--- config.mk ---
export PLATFORM = sky130hd
export DESIGN_NAME = gpio_port_irq
export DESIGN_NICKNAME = d
export VERILOG_FILES = /design/src/rtl/gpio_port_irq.sv
export SDC_FILE = /design/constraint.sdc
export NUM_CORES = 1
export LEC_CHECK = 0
export BUFFER_PORTS_ARGS = -buffer_cell sky130_fd_sc_hd__buf_4
export CORE_MARGIN = 2
export CORE_UTILIZATION = 45
export DETAILED_ROUTE_END_ITERATION = 10
export GPL_ROUTABILITY_DRIVEN = 0
export GPL_TIMING_DRIVEN = 0
export PLACE_DENSITY_LB_ADDON = 0.1
export SLEW_MARGIN = 20
export SYNTH_ARGS = -nofsm -noshare
export SYNTH_HDL_FRONTEND = slang
export SYNTH_SLANG_ARGS = --single-unit
export TNS_END_PERCENT = 10
--- constraint.sdc ---
create_clock -name clk -period 5.6 [get_ports clk]
set_input_delay 0.56 -clock clk [delete_from_list [all_inputs] [get_ports clk]]
set_output_delay 0.56 -clock clk [all_outputs]
set_load 0.05 [all_outputs]
--- src/rtl/gpio_port_irq.sv ---
module gpio_port_irq #(
  parameter int NPINS      = 32,
  parameter int ADDR_W     = 5,
  parameter int BLINK_HALF = 8,
  parameter logic [ADDR_W-1:0] OFS_DOUT  = 5'h00,
  parameter logic [ADDR_W-1:0] OFS_OEN   = 5'h04,
  parameter logic [ADDR_W-1:0] OFS_BLINK = 5'h08,
  parameter logic [ADDR_W-1:0] OFS_POL   = 5'h0C,
  parameter logic [ADDR_W-1:0] OFS_DIN   = 5'h10,
  parameter logic [ADDR_W-1:0] OFS_CAUSE = 5'h14,
  parameter logic [ADDR_W-1:0] OFS_EMASK = 5'h18,
  parameter logic [ADDR_W-1:0] OFS_LMASK = 5'h1C
) (
  input  logic              clk,
  input  logic              rst_n,
  input  logic              wr_en,
  input  logic [ADDR_W-1:0] addr,
  input  logic [NPINS-1:0]  wdata,
  output logic [NPINS-1:0]  rdata,
  input  logic [NPINS-1:0]  pin_in,
  output logic [NPINS-1:0]  pad_out,
  output logic [NPINS-1:0]  pad_en,
  output logic              irq
);
  localparam int PW = (BLINK_HALF > 1) ? $clog2(BLINK_HALF) : 1;
  localparam logic [PW-1:0] PS_LAST = PW'(BLINK_HALF - 1);

  logic [NPINS-1:0] dout_q, oen_q, blink_q, pol_q, cause_q, emask_q, lmask_q;
  logic [NPINS-1:0] sync1_q, sync2_q, prev_q, adj, rise;
  logic [PW-1:0]    ps_q;
  logic             phase_q;

  assign adj  = sync2_q ^ pol_q;
  assign rise = adj & ~prev_q;

  always_ff @(posedge clk or negedge rst_n) begin
    if (!rst_n) begin
      sync1_q <= '0;
      sync2_q <= '0;
      prev_q  <= '0;
    end else begin
      sync1_q <= pin_in;
      sync2_q <= sync1_q;
      prev_q  <= adj;
    end
  end

  always_ff @(posedge clk or negedge rst_n) begin
    if (!rst_n) begin
      dout_q  <= '0;
      oen_q   <= '1;
      blink_q <= '0;
      pol_q   <= '0;
      emask_q <= '0;
      lmask_q <= '0;
    end else if (wr_en) begin
      if (addr == OFS_DOUT)  dout_q  <= wdata;
      if (addr == OFS_OEN)   oen_q   <= wdata;
      if (addr == OFS_BLINK) blink_q <= wdata;
      if (addr == OFS_POL)   pol_q   <= wdata;
      if (addr == OFS_EMASK) emask_q <= wdata;
      if (addr == OFS_LMASK) lmask_q <= wdata;
    end
  end

  always_ff @(posedge clk or negedge rst_n) begin
    if (!rst_n) cause_q <= '0;
    else if (wr_en && addr == OFS_CAUSE) cause_q <= (cause_q & wdata) | rise;
    else cause_q <= cause_q | rise;
  end

  always_ff @(posedge clk or negedge rst_n) begin
    if (!rst_n) begin
      ps_q    <= '0;
      phase_q <= 1'b0;
    end else if (ps_q == PS_LAST) begin
      ps_q    <= '0;
      phase_q <= ~phase_q;
    end else begin
      ps_q <= ps_q + 1'b1;
    end
  end

  assign pad_out = (blink_q & {NPINS{phase_q}}) | (~blink_q & dout_q);
  assign pad_en  = ~oen_q;
  assign irq     = |((cause_q & emask_q) | (adj & lmask_q));

  always_comb begin
    rdata = '0;
    if (addr == OFS_DOUT)  rdata = dout_q;
    if (addr == OFS_OEN)   rdata = oen_q;
    if (addr == OFS_BLINK) rdata = blink_q;
    if (addr == OFS_POL)   rdata = pol_q;
    if (addr == OFS_DIN)   rdata = adj;
    if (addr == OFS_CAUSE) rdata = cause_q;
    if (addr == OFS_EMASK) rdata = emask_q;
    if (addr == OFS_LMASK) rdata = lmask_q;
  end

  AST_CAUSE_CLEAR_BY_WRITE: assert property (@(posedge clk) disable iff (!rst_n)
    (|($past(cause_q) & ~cause_q)) |-> $past(wr_en && addr == OFS_CAUSE));
  AST_EDGE_SETS_CAUSE: assert property (@(posedge clk) disable iff (!rst_n)
    (|rise) |=> (($past(rise) & ~cause_q) == '0));
  AST_IRQ_QUIET_MASKED: assert property (@(posedge clk) disable iff (!rst_n)
    (emask_q == '0 && lmask_q == '0) |-> !irq);
  AST_BLINK_HOLD: assert property (@(posedge clk) disable iff (!rst_n)
    (ps_q != PS_LAST) |=> $stable(phase_q));
endmodule

==> run metrics <==
result of the run finished, violations left; violations in the final reports negative hold slack; highest ir drop seen on vdd 0.2318 mV; clock buffer count from CTS 37; peak per-stage delay on the critical path 0.75 ns; count of state elements after synthesis 324; root buffer selected by CTS clkbuf_16; Initial Util 45.44%; type of destination of the critical path primary output; FFs w/ async S/R, synth 100.0%; kind of critical path in -> out; share of total power consumed by net switching 30.78%; maximum root-to-sink buffer count 3; overall fraction of global-route tracks in use 26.32%; count of port buffers added during placement 167; cell-by-cell trace of the critical path buf_4, nor3_2, and3_1, buf_2, clkbuf_1, a22oi_1, a22oi_1, buf_4; Setup Skew 0.01066 ns; postcts setup bufs 0; Mapped Cells 1,155; Final Total Pwr 7.042 mW; cell area reported after detailed placement 16,110 um^2; portion of the post-synthesis area used by sequential elements 57.11%; final period demand of the worst path 4.059 ns; Synth Flop Type dfrtp_1; routed length per placed instance 23.93 um; maximum number of pins on one net before global-route repair 93; cell area after synthesis 14,270 um^2; Setup violations, final 0; clock latency reported for the late side of the worst-skew pair 0.53 ns; average via count per standard cell 5.613; Max Cap Violations 0; number of global-route vias before repair 10,400; total wirelength of the detailed-routed design 43,010 um; start point of the critical path addr[1]; antenna violations before repair 1; final cycle utilization of the critical path 72.49%; final instance area 17,370 um^2; data arrival time of the critical path 3.50 ns; power share of the sequential group 42.8%; number of resized instances in the post-cts repair step 0; start of the worst register-to-register path phase_q; number of placement rows 65; worst hold slack -0.009110 ns; final antenna-violating net count 0; EDFF count, synth 0; ratio of total power to cell area 405.5 nW/um^2; Detailed Place HPWL 29,900 um; ports placed on the boundary 169; synthesis warning total 0; Detailed Routing Iterations Pass 1 7; most common cell after layout, fill and taps aside dfrtp_1; Max Transition Viols Final 0; layout overhead on the synthesized area 21.73%; master of the slowest instance on the critical path nor3_2; residual overflow from global routing 0; post-cts hold buffer count 0; net switching power 2.168 mW; proportion of power drawn by the clock network 34.8%; initial DRC count 623; slew at the pin closest to its max-slew limit 1.219 ns; CP top delay family buffers and inverters; TritonCTS clock tree yes; distinct cell type count after synthesis 34; floorplan die width 182.1 um; Worst-path clk slew 0.06 ns; fraction of layout cells with a size suffix above 1 37.04%; Static Leak 8.094 nW; relative slew slack 18.71%; combinational cell fraction of total power 22.4%; type of the worst min-delay path in -> async; Die Height 182.1 um; Placeable Area 31,390 um^2; RSZ-0062 raised after global routing no; net count after synthesis 1,229; maximum fanout along the worst path 10; first-pass GRT wire length 65,500 um; Fin Setup TNS 0 ns; final hold violations 8; number of levels the H-tree was split into 2; full die area 33,140 um^2; post-detailed-route DRC marker count 0; clock sinks 324; commonest cells after routing, fill and taps aside dfrtp_1 (292), mux2_2 (222), buf_4 (167), o21ai_0 (152), nand2_1 (115); routed vias 10,090; maximum operating frequency 0.2463 GHz; Mapped Avg Cell Area 12.35 um^2; CP startpoint kind primary input; nets@finish 1,438; buffering stage count on the worst path with inverters included 4; Pint 4.874 mW; CP required 5.04 ns
[cell usage after synthesis, types with 2 or more instances]
| cell | n | area, um^2 |
|---|---|---|
| a221oi_1 | 7 | 61.31 |
| a22o_1 | 8 | 70.07 |
| a22oi_1 | 69 | 518.0 |
| and3_1 | 4 | 25.02 |
| buf_1 | 11 | 41.29 |
| buf_2 | 23 | 115.1 |
| clkbuf_1 | 31 | 116.4 |
| dfrtp_1 | 292 | 7307 |
| dfstp_2 | 32 | 840.8 |
| ha_1 | 2 | 25.02 |
| inv_1 | 65 | 244.0 |
| mux2_2 | 222 | 2500 |
| mux2i_1 | 55 | 550.5 |
| mux4_2 | 8 | 180.2 |
| nand2_1 | 115 | 431.7 |
| nand2b_1 | 2 | 12.51 |
| nand3_1 | 4 | 20.02 |
| nand4_1 | 4 | 25.02 |
| nor2b_1 | 2 | 12.51 |
| o21ai_0 | 152 | 760.7 |
| or4_1 | 2 | 15.01 |
| xor2_1 | 33 | 289.0 |
[worst reg2reg max path: stages (launching register included)]
cell      delay, ns
dfrtp_1        0.53
clkbuf_1       0.52
xor2_1         0.13
[final timing paths]
check,to,slack (ns),cells past startpoint
setup / recovery,rdata[8],1.54,8
hold / removal,dout_q[16],-0.009,1
setup reg to reg,phase_q,4.28,2
hold reg to reg,sync2_q[30],0.35,0
max in group asynchronous,oen_q[9],3.92,4
min in group clk,sync1_q[18],0.14,1
[registers in the layout (all words and copies together), names as in the netlist]
signal	cells
blink_q	32
cause_q	32
dout_q	32
emask_q	32
lmask_q	32
oen_q	32
pol_q	32
prev_q	32
sync1_q	32
sync2_q	32
ps_q	3
phase_q	1
[stage by stage]
| step | util, % | instances | hold slack (ns) | setup slack [ns] |
|---|---|---|---|---|
| after floorplan | - | 1155 | 0.2644 | 2.584 |
| after global placement | 51.04 | 1724 | 0.3331 | 0.8722 |
| after detailed placement | 51.33 | 1727 | 0.3347 | 1.679 |
| after CTS | 55.30 | 1795 | 0.01283 | 1.666 |
| after global routing | 55.31 | 1796 | 0.03888 | 1.485 |
| final | 55.32 | 1797 | -0.009110 | 1.541 |
[power groups by stage]
stage,combinational [mW],clock (mW),sequential (mW)
2_1_floorplan,1.09,0,2.95
3_3_place_gp,1.55,0,3.03
3_5_place_dp,1.58,0,3.05
4_1_cts,1.59,2.50,3.01
5_1_grt,1.69,2.59,3.06
6_report,1.58,2.45,3.01
[cell type report]
| cell class | count | area, um^2 |
|---|---|---|
| clock inverters | 4 | 48.80 |
| multi-input cells | 699 | 5589 |
| plain buffers | 67 | 285.3 |
| inverters | 65 | 244.0 |
| flip-flops and latches | 324 | 8148 |
| repair buffers | 170 | 1344 |
| well taps | 402 | 503.0 |
| fillers | 2747 | 14030 |
| clock buffers | 64 | 1200 |
| diodes | 2 | 5.005 |
[logic make-up after synthesis]
| logic type | count (synthesis) | synth area share, % |
|---|---|---|
| buf+inv | 132 | 3.710 |
| compound gates | 240 | 10.17 |
| flops | 324 | 57.11 |
| xor+xnor | 33 | 2.026 |
| simple gates | 138 | 4.078 |
| mux | 286 | 22.72 |
| fa+ha+maj | 2 | 0.1754 |
[layer usage]
layer	GRT usage (%)	part of all wire [%]
met1	38.04	46
met2	41.47	46
met3	3.911	5.5
met4	7.710	2.6
met5	0	0
Note: power is estimated with default switching activity, not from simulation.
